### config.mk
export PLATFORM = sky130hd
export DESIGN_NAME = pwm_timer_unit
export DESIGN_NICKNAME = d
export VERILOG_FILES = /design/src/rtl/pwm_timer_pkg.sv /design/src/rtl/pwm_ctrl.sv /design/src/rtl/pwm_prescale.sv /design/src/rtl/pwm_counter.sv /design/src/rtl/pwm_channel.sv /design/src/rtl/pwm_timer_unit.sv
export SDC_FILE = /design/constraint.sdc
export NUM_CORES = 1
export LEC_CHECK = 0
export BUFFER_PORTS_ARGS = -buffer_cell sky130_fd_sc_hd__buf_2
export CORE_UTILIZATION = 35
export DETAILED_ROUTE_END_ITERATION = 10
export GPL_TIMING_DRIVEN = 0
export PLACE_DENSITY = 0.64
export SETUP_SLACK_MARGIN = 0.05
export SYNTH_ARGS = -nofsm -noshare
export SYNTH_HDL_FRONTEND = slang
export SYNTH_SLANG_ARGS = --single-unit
### constraint.sdc
create_clock -name clk_i -period 2.3 [get_ports clk_i]
set_input_delay 0.345 -clock clk_i [delete_from_list [all_inputs] [get_ports clk_i]]
set_output_delay 0.345 -clock clk_i [all_outputs]
set_load 0.005 [all_outputs]
### src/rtl/pwm_timer_pkg.sv
package pwm_timer_pkg;
  localparam int unsigned ADDR_CTRL    = 0;
  localparam int unsigned ADDR_CNT     = 1;
  localparam int unsigned ADDR_MOD     = 2;
  localparam int unsigned ADDR_CH_BASE = 4;
  localparam int unsigned CTRL_PS_LSB  = 0;
  localparam int unsigned CTRL_CM_LSB  = 3;
  localparam int unsigned CTRL_FLAG    = 7;
  localparam logic [1:0]  CMOD_RUN     = 2'b01;
endpackage

### src/rtl/pwm_ctrl.sv
module pwm_ctrl #(
  parameter int unsigned PSW = 3
) (
  input  logic           clk_i,
  input  logic           rst_ni,
  input  logic           ctrl_wr_i,
  input  logic [PSW-1:0] ps_wdata_i,
  input  logic [1:0]     cmod_wdata_i,
  input  logic           flag_clr_i,
  input  logic           wrap_i,
  output logic [PSW-1:0] ps_o,
  output logic [1:0]     cmod_o,
  output logic           flag_o
);
  logic [PSW-1:0] ps_q;
  logic [1:0]     cmod_q, cmod_rd_q;
  logic           flag_q;

  always_ff @(posedge clk_i or negedge rst_ni) begin
    if (!rst_ni) begin
      ps_q      <= '0;
      cmod_q    <= '0;
      cmod_rd_q <= '0;
      flag_q    <= 1'b0;
    end else begin
      cmod_rd_q <= cmod_q;
      if (ctrl_wr_i) begin
        cmod_q <= cmod_wdata_i;
        if (cmod_rd_q == 2'b00) ps_q <= ps_wdata_i;
      end
      if (wrap_i) flag_q <= 1'b1;
      else if (ctrl_wr_i && flag_clr_i) flag_q <= 1'b0;
    end
  end

  assign ps_o   = ps_q;
  assign cmod_o = cmod_rd_q;
  assign flag_o = flag_q;

  p_ps_locked_r9: assert property (@(posedge clk_i) disable iff (!rst_ni)
    !$stable(ps_q) |-> $past(cmod_rd_q) == 2'b00);
  p_flag_rise_r3: assert property (@(posedge clk_i) disable iff (!rst_ni)
    $rose(flag_q) |-> $past(wrap_i));
  p_flag_fall_r3: assert property (@(posedge clk_i) disable iff (!rst_ni)
    $fell(flag_q) |-> $past(ctrl_wr_i && flag_clr_i));
endmodule

### src/rtl/pwm_prescale.sv
module pwm_prescale #(
  parameter int unsigned PSW = 3
) (
  input  logic           clk_i,
  input  logic           rst_ni,
  input  logic           en_i,
  input  logic           clr_i,
  input  logic [PSW-1:0] ps_i,
  output logic           tick_o
);
  localparam int unsigned DW = (1 << PSW) - 1;

  logic [DW-1:0] div_q;
  logic [DW-1:0] mask;

  always_comb mask = DW'((1 << ps_i) - 1);

  assign tick_o = en_i && (&(div_q | ~mask));

  always_ff @(posedge clk_i or negedge rst_ni) begin
    if (!rst_ni)    div_q <= '0;
    else if (clr_i) div_q <= '0;
    else if (en_i)  div_q <= div_q + 1'b1;
  end
endmodule

### src/rtl/pwm_counter.sv
module pwm_counter #(
  parameter int unsigned CW = 16
) (
  input  logic          clk_i,
  input  logic          rst_ni,
  input  logic          tick_i,
  input  logic          cnt_wr_i,
  input  logic          mod_wr_i,
  input  logic [CW-1:0] wdata_i,
  output logic [CW-1:0] cnt_o,
  output logic [CW-1:0] mod_o,
  output logic          wrap_o
);
  logic [CW-1:0] cnt_q, mod_q;

  // >= so a lowered modulus still ends the cycle
  assign wrap_o = tick_i && !cnt_wr_i && (cnt_q >= mod_q);

  always_ff @(posedge clk_i or negedge rst_ni) begin
    if (!rst_ni) begin
      cnt_q <= '0;
      mod_q <= '1;
    end else begin
      if (mod_wr_i) mod_q <= wdata_i;
      if (cnt_wr_i)    cnt_q <= '0;
      else if (wrap_o) cnt_q <= '0;
      else if (tick_i) cnt_q <= cnt_q + 1'b1;
    end
  end

  assign cnt_o = cnt_q;
  assign mod_o = mod_q;

  p_cnt_step_r3: assert property (@(posedge clk_i) disable iff (!rst_ni)
    !$stable(cnt_q) |-> (cnt_q == '0 || cnt_q == $past(cnt_q) + CW'(1)));
  p_cnt_clear_r8: assert property (@(posedge clk_i) disable iff (!rst_ni)
    cnt_wr_i |=> cnt_q == '0);
endmodule

### src/rtl/pwm_channel.sv
module pwm_channel #(
  parameter int unsigned CW = 16
) (
  input  logic          clk_i,
  input  logic          rst_ni,
  input  logic          cmp_wr_i,
  input  logic          mode_wr_i,
  input  logic [CW-1:0] wdata_i,
  input  logic          load_i,
  input  logic [CW-1:0] cnt_i,
  input  logic [CW-1:0] mod_i,
  output logic [CW-1:0] cmp_o,
  output logic          low_true_o,
  output logic          pwm_o
);
  logic [CW-1:0] buf_q, act_q;
  logic          armed_n_q;
  logic          low_true_q;

  always_ff @(posedge clk_i or negedge rst_ni) begin
    if (!rst_ni) begin
      buf_q      <= '0;
      act_q      <= '0;
      armed_n_q  <= 1'b0;
      low_true_q <= 1'b0;
    end else begin
      if (mode_wr_i) low_true_q <= wdata_i[0];
      // a write landing on a load belongs to the new cycle
      if (load_i) begin
        if (armed_n_q) act_q <= buf_q;
        armed_n_q <= cmp_wr_i;
      end else if (cmp_wr_i) begin
        armed_n_q <= 1'b1;
      end
      if (cmp_wr_i && (load_i || !armed_n_q)) buf_q <= wdata_i;
    end
  end

  assign cmp_o      = act_q;
  assign low_true_o = low_true_q;
  assign pwm_o      = low_true_q ^ (cnt_i < act_q);

  p_drop_r7: assert property (@(posedge clk_i) disable iff (!rst_ni)
    (cmp_wr_i && armed_n_q && !load_i) |=> $stable(buf_q));
  p_act_on_load_r7: assert property (@(posedge clk_i) disable iff (!rst_ni)
    !$stable(act_q) |-> $past(load_i));
  p_full_on_r6: assert property (@(posedge clk_i) disable iff (!rst_ni)
    (!low_true_q && act_q > mod_i && cnt_i <= mod_i) |-> pwm_o);
endmodule

### src/rtl/pwm_timer_unit.sv
module pwm_timer_unit
  import pwm_timer_pkg::*;
#(
  parameter int unsigned NCH = 6,
  parameter int unsigned CW  = 16,
  parameter int unsigned PSW = 3,
  parameter int unsigned AW  = $clog2(ADDR_CH_BASE + 2 * NCH)
) (
  input  logic           clk_i,
  input  logic           rst_ni,
  input  logic           wr_en_i,
  input  logic [AW-1:0]  wr_addr_i,
  input  logic [CW-1:0]  wdata_i,
  input  logic [AW-1:0]  rd_addr_i,
  output logic [CW-1:0]  rdata_o,
  output logic [NCH-1:0] pwm_o
);
  logic           ctrl_wr, cnt_wr, mod_wr;
  logic [PSW-1:0] ps;
  logic [1:0]     cmod;
  logic           flag, tick, wrap, load;
  logic [CW-1:0]  cnt, mod;
  logic [CW-1:0]  cmp_act [NCH];
  logic [NCH-1:0] low_true;

  assign ctrl_wr = wr_en_i && (wr_addr_i == AW'(ADDR_CTRL));
  assign cnt_wr  = wr_en_i && (wr_addr_i == AW'(ADDR_CNT));
  assign mod_wr  = wr_en_i && (wr_addr_i == AW'(ADDR_MOD));
  assign load    = wrap || cnt_wr;

  pwm_ctrl #(.PSW(PSW)) u_ctrl (
    .clk_i, .rst_ni,
    .ctrl_wr_i    (ctrl_wr),
    .ps_wdata_i   (wdata_i[CTRL_PS_LSB +: PSW]),
    .cmod_wdata_i (wdata_i[CTRL_CM_LSB +: 2]),
    .flag_clr_i   (wdata_i[CTRL_FLAG]),
    .wrap_i       (wrap),
    .ps_o         (ps),
    .cmod_o       (cmod),
    .flag_o       (flag)
  );

  pwm_prescale #(.PSW(PSW)) u_pre (
    .clk_i, .rst_ni,
    .en_i   (cmod == CMOD_RUN),
    .clr_i  (cnt_wr),
    .ps_i   (ps),
    .tick_o (tick)
  );

  pwm_counter #(.CW(CW)) u_cnt (
    .clk_i, .rst_ni,
    .tick_i   (tick),
    .cnt_wr_i (cnt_wr),
    .mod_wr_i (mod_wr),
    .wdata_i,
    .cnt_o    (cnt),
    .mod_o    (mod),
    .wrap_o   (wrap)
  );

  for (genvar n = 0; n < NCH; n++) begin : g_ch
    localparam logic [AW-1:0] A_CMP  = AW'(ADDR_CH_BASE + 2 * n);
    localparam logic [AW-1:0] A_MODE = AW'(ADDR_CH_BASE + 2 * n + 1);
    pwm_channel #(.CW(CW)) u_ch (
      .clk_i, .rst_ni,
      .cmp_wr_i   (wr_en_i && wr_addr_i == A_CMP),
      .mode_wr_i  (wr_en_i && wr_addr_i == A_MODE),
      .wdata_i,
      .load_i     (load),
      .cnt_i      (cnt),
      .mod_i      (mod),
      .cmp_o      (cmp_act[n]),
      .low_true_o (low_true[n]),
      .pwm_o      (pwm_o[n])
    );
  end

  always_comb begin
    rdata_o = '0;
    if (rd_addr_i == AW'(ADDR_CTRL)) begin
      rdata_o[CTRL_PS_LSB +: PSW] = ps;
      rdata_o[CTRL_CM_LSB +: 2]   = cmod;
      rdata_o[CTRL_FLAG]          = flag;
    end else if (rd_addr_i == AW'(ADDR_CNT)) begin
      rdata_o = cnt;
    end else if (rd_addr_i == AW'(ADDR_MOD)) begin
      rdata_o = mod;
    end
    for (int n = 0; n < NCH; n++) begin
      if (rd_addr_i == AW'(ADDR_CH_BASE + 2 * n))     rdata_o = cmp_act[n];
      if (rd_addr_i == AW'(ADDR_CH_BASE + 2 * n + 1)) rdata_o = CW'(low_true[n]);
    end
  end

  p_hold_when_stopped_r2: assert property (@(posedge clk_i) disable iff (!rst_ni)
    (cmod != CMOD_RUN && !cnt_wr) |=> $stable(cnt));
endmodule

# Word-level counts from Yosys, hierarchy flattened
# Index checks and enable logic that the tools add are counted.
word_totals:
  in_bits: 27
  elab_cells: 175
  regBits: 251
  out_inout_bits: 22
op_classes:
  bitwise: 8
  n_lt_le_gt_ge: 7
  eq_ne: 29
  n_reduce_logical: 59
  n_shift: 1
  mux: 37
  n_addsub: 3
op_table:
  columns: ["operator", "n"]
  rows:
  - ["$mux W16", 17]
  - ["$lt A16 B16 Y1", 6]
  - ["$eq A4 B4 Y1 const B", 16]
  - ["$eq A4 B3 Y1 const B", 8]
  - ["$logic_and A1 B1 Y1", 25]
  - ["$add A16 B1 Y16 const B", 1]
  - ["$ge A16 B16 Y1", 1]
  - ["$reduce_bool A2 Y1", 8]
  - ["$mux W1", 15]
  - ["$mux W7", 2]
  - ["$reduce_and A2 Y1", 7]
  - ["$eq A4 B1 Y1 const B", 2]
  - ["$eq A4 B2 Y1 const B", 2]
  - ["$logic_not A4 Y1", 2]
  - ["$mux W8", 1]
  - ["$add A7 B1 Y7 const B", 1]
  - ["$logic_not A1 Y1", 7]
  - ["$logic_or A1 B1 Y1", 7]
  - ["$not A7 Y7", 1]
  - ["$or A7 B7 Y7", 1]
  - ["$reduce_and A7 Y1", 1]
  - ["$shl A1 B3 Y7 const A", 1]
  - ["$sub A7 B2 Y7 const B", 1]
  - ["$xor A1 B1 Y1", 6]
  - ["5 further kinds", 5]

# Depth between registers and ports, before layout
depth:
  ltp_word: 16
  mapped_depth: 11
  mapped_depth_nobuf: 8

# By module
# A second synthesis with hierarchy kept.
unflattened:
  hier_cells: 1220
  hier_area_um2: 13867.0
modules_own_cells:
  columns: ["module", "cells_each", "n_inst", "area_each_um2"]
  rows:
  - ["pwm_channel", 127, 6, 1670.4]
  - ["pwm_counter", 205, 1, 1873.0]
  - ["pwm_timer_unit", 196, 1, 1301.2]
  - ["pwm_prescale", 41, 1, 384.1]
  - ["pwm_ctrl", 16, 1, 286.5]

# Worst setup path after synthesis
# Ideal clock, no wire load.
synth_timing:
  path_kind: "reg-to-reg"
  start: "register u_cnt.mod_q[5], in the netlist u_cnt.mod_o[5]"
  end: "register g_ch[0].u_ch.buf_q[0]"
  t_required_ns: 2.169
  arrival_time_ns: 2.441
  setup_slack_ns: -0.272
  path_stages_with_launch: 12
  cell_sequence: "dfstp_2 > inv_1 > ha_1 > a2111o_1 > a31oi_1 > o21ai_1 > a211o_1 > buf_2 > buf_2 > buf_1 > nand4_1 > nand3_1"
synth_between:
  elab_chain_len: 5
synth_rtl:
  columns: ["item", "line_no", "source"]
  rows:
  - ["start, declared", "pwm_counter.sv:14", "logic [CW-1:0] cnt_q, mod_q;"]
  - ["start signal, assigned", "pwm_counter.sv:24", "if (mod_wr_i) mod_q <= wdata_i;"]
  - ["$ge A16 B16 Y1", "pwm_counter.sv:17", "assign wrap_o = tick_i && !cnt_wr_i && (cnt_q >= mod_q);"]
  - ["$logic_and A1 B1 Y1", "pwm_counter.sv:17", null]
  - ["$logic_or A1 B1 Y1", "pwm_timer_unit.sv:29", "assign load = wrap || cnt_wr;"]
  - ["$logic_or A1 B1 Y1", "pwm_channel.sv:35", "if (cmp_wr_i && (load_i || !armed_n_q)) buf_q <= wdata_i;"]
  - ["$logic_and A1 B1 Y1", "pwm_channel.sv:35", null]
  - ["end signal, assigned", "pwm_channel.sv:35", null]
  - ["end, declared", "pwm_channel.sv:16", "logic [CW-1:0] buf_q, act_q;"]
# Every way passes these cells.
# A chain may end at the register's enable or synchronous reset.

# Final worst setup path
layout_timing:
  start: "register u_cnt.cnt_q[10], in the netlist u_cnt.cnt_o[10]"
  end: "output pwm_o[5]"
layout_between:
  elab_chain_len: 2
layout_rtl:
  columns: ["item", "line_no", "source"]
  rows:
  - ["start, declared", "pwm_counter.sv:14", null]
  - ["start signal, assigned", "pwm_counter.sv:27", "else if (tick_i) cnt_q <= cnt_q + 1'b1;"]
  - ["$lt A16 B16 Y1", "pwm_channel.sv:41", "assign pwm_o = low_true_q ^ (cnt_i < act_q);"]
  - ["$xor A1 B1 Y1", "pwm_channel.sv:41", null]
  - ["end, declared", "pwm_timer_unit.sv:16", "output logic [NCH-1:0] pwm_o"]
# Every way passes these cells.

==> out/metrics.csv <==
metric,value,unit
status,"finished, violations left",
violations,setup timing,
drtIter0Drc,2260,
synth_flop_cell,dfrtp_1,
drv_slew,0,
worst_ep_required_time,1.96,ns
synthToLayoutAreaGrowth,28.32,%
criticalPathCategory,reg -> out,
drc,0,
rr_worst_depth,11,
synth_seq_cells,251,
numCtsBuffers,28,
num_vias,16490,
cts_tree,built,
holdCritPathClass,in -> async,
max_freq,316.4,MHz
grt_pass1_wl,98860,um
max_cap_viol_count,0,
grt_use_total,27.48,%
die_area,47910,sq um
cellPowerDensity,874.9,nW/um^2
r2r-end,g_ch[5].u_ch.cmp_o[7]$_DFFE_PN0P_,
synth_async_sr_flop_share,100.0,%
nets,2108,
rows,79,
die_h,218.9,um
place.gp.congestion,0.9460,
hpwlAfterDp,46770,um
io_pins,49,
path_max_fanout,7,
wl_per_cell,26.57,um
fin_util,45.48,%
cp_cell_sequence,ha_4 -> a211oi_2 -> nor2_1 -> a211oi_2 -> o21ai_1 -> a21oi_2 -> xor2_2 -> buf_4 -> buf_6,
n_antenna_cell,0,
rr_startpoint,u_cnt.cnt_o[7]$_DFFE_PN0P_,
worst_setup_path_end_kind,output pin,
port_buffers,46,
cts.clk_slew.worst_paths,0.06,ns
peakVddDrop,0.0007148,V
finalWirelength,69080,um
relSlewSlack,15.81,%
p_leak,0.008192,uW
final.fill_count,4322,
fp.dieW,218.9,um
antenna_found_initial,3,
grt_pass1_vias,15560,
worst_pin_slew,1.263,ns
fin_ws,-0.8602,ns
yosys.cell_types.count,59,
layout_common_cells,"dfrtp_1, nand2_1, nand3_1, inv_1, nand4_1",
final-setup-viol-count,227,
finalHoldViolCount,0,
cpLargestDelayFamily,compound AO/OA/AOI/OAI gates,
ant_nets,0,
cp-start-kind,register,
syn_inst,1797,
clk_latency,0.57,ns
fin_skew,0.01348,ns
htree_levels,1,
rsz0062_at_grt,true,
fin_hold_ws,0.2250,ns
crit_buf_inv,2,
layout-drive-gt1-share,23.08,%
synth_edf_count,0,
final_common_cell,dfrtp_1,
dr.pass1.iters,8,
r2r_slack,-0.66,ns
period_needed,3.160,ns
p_total,18490,uW
yosys_warnings,0,
slowest_delay,0.58,ns
synth_area,16460,sq um
cts_buffer_depth,3,
grt_max_degree,120,
finalCritPeriodShare,137.4,%
grt_overflow_total,0,
synth_seq_area_share,38.27,%
regArea,6336,sq um
syn-num-nets,1932,
cpMaxStageDelayCell,dfrtp_4,
viasPerCell,6.342,
multi_input_area,9902,sq um
clock_sinks,251,
start_util,35.44,%
clockRootBuffer,clkbuf_16,
avgSynthCellArea,9.162,sq um
core,46460,sq um
cpMostUsedCell,a211oi_2,
critPathArrivalTime,2.82,ns
-- worst max-delay path by stage --
stage,startpoint,end,slack [ns],depth (start not counted)
4_1_cts,u_cnt.cnt_o[10]$_DFFE_PN0P_,pwm_o[5],-0.83,9
6_report,u_cnt.cnt_o[10]$_DFFE_PN0P_,pwm_o[5],-0.86,9
3_5_place_dp,rd_addr_i[2],rdata_o[9],-1.06,8
2_1_floorplan,u_cnt.mod_o[5]$_DFFE_PN1P_,g_ch[2].u_ch.buf_q[10]$_DFFE_PN0P_,-0.06,11
5_1_grt,u_cnt.cnt_o[10]$_DFFE_PN0P_,pwm_o[0],-0.91,10
3_3_place_gp,rst_ni,u_cnt.cnt_o[5]$_DFFE_PN0P_,-4.20,1
-- registers in the layout, summed over array words and instances (netlist names) --
signal,flops
u_ctrl.cmod_o,2
g_ch.u_ch.low_true_o,6
g_ch.u_ch.cmp_o,96
u_cnt.cnt_o,16
g_ch.u_ch.armed_n_q,6
u_ctrl.ps_o,3
u_cnt.mod_o,16
u_ctrl.cmod_q,2
u_ctrl.flag_o,1
u_pre.div_q,7
g_ch.u_ch.buf_q,96
-- synth_stat cells (all sizes together) (58+ instances only) --
master,n,area (sq um)
nor2,60,227.7
ha,108,1351
a32o,96,960.9
and2,98,613.1
nand2,158,595.6
a221oi,109,954.7
buf,58,292.8
nand4,103,644.4
dfrtp,235,5881
inv,112,420.4
nand3,124,625.6
nor3b,92,695.7
clkbuf,111,416.7
-- kinds of logic (layout without fill, tap and decap cells) --
kind of cell / after synthesis / in the layout / share of synthesized area (%)
compound gates: 366 / 366 / 18.08
xor+xnor: 18 / 18 / 0.9575
fa+ha+maj: 108 / 108 / 8.207
buf+inv: 281 / 477 / 6.862
flops: 251 / 251 / 38.27
mux: 57 / 57 / 3.822
simple gates: 716 / 716 / 23.80
-- layout make-up --
cell class / count / area share [%]
clock inverter: 9 / 0.3494
multi-input combinational: 1265 / 46.87
timing repair buffer: 151 / 8.001
sequential: 251 / 29.99
clock buffer: 41 / 3.932
buffer: 164 / 5.277
inverter: 112 / 1.990
tap: 607 / 3.595
-- what timing repair did --
action,4_1_cts,5_1_grt
endpoints found under the setup margin,237,237
gates resized for setup,210,158
cloned,13,16
hold buffers,1,0
pin swaps,62,150
hold endpoints to repair,25,0
setup buffers,48,30
-- worst reg2reg max path, cell delays in order (launching register included) --
cell       delay, ns
dfrtp_2         0.50
buf_4           0.18
ha_1            0.20
a2111o_1        0.41
a31oi_2         0.20
o21ai_2         0.13
a211oi_4        0.38
o21ai_4         0.13
buf_6           0.18
clkbuf_16       0.18
clkbuf_16       0.16
a32o_1          0.20
-- power breakdown --
part	internal, uW	leakage (uW)	switching, uW
Clock	2600	0.000453	1920
Combinational	2810	0.00501	3760
Sequential	5540	0.00273	1850
Total	11000	0.00819	7530
-- stage by stage --
step / TNS [ns] / cell area [sq um] / std cells / setup WS (ns)
finish: -123.38 / 21130 / 2600 / -0.8602
global route: -135.05 / 21130 / 2600 / -0.9109
CTS: -96.84 / 20050 / 2562 / -0.8274
detailed placement: -154.83 / 17630 / 2452 / -1.063
global placement: -1054.16 / 17560 / 2450 / -4.202
floorplan: -6.228 / 16570 / 1797 / -0.05651
-- routing by layer --
layer  track usage, %  wire (um)  part of all wire [%]
met1            36.89      27350                    40
met2            41.94      30120                    44
met5                0         27                 0.039
met3            5.308       7189                    10
met4            14.00       4382                   6.3
Note: power is estimated with default switching activity, not from simulation.
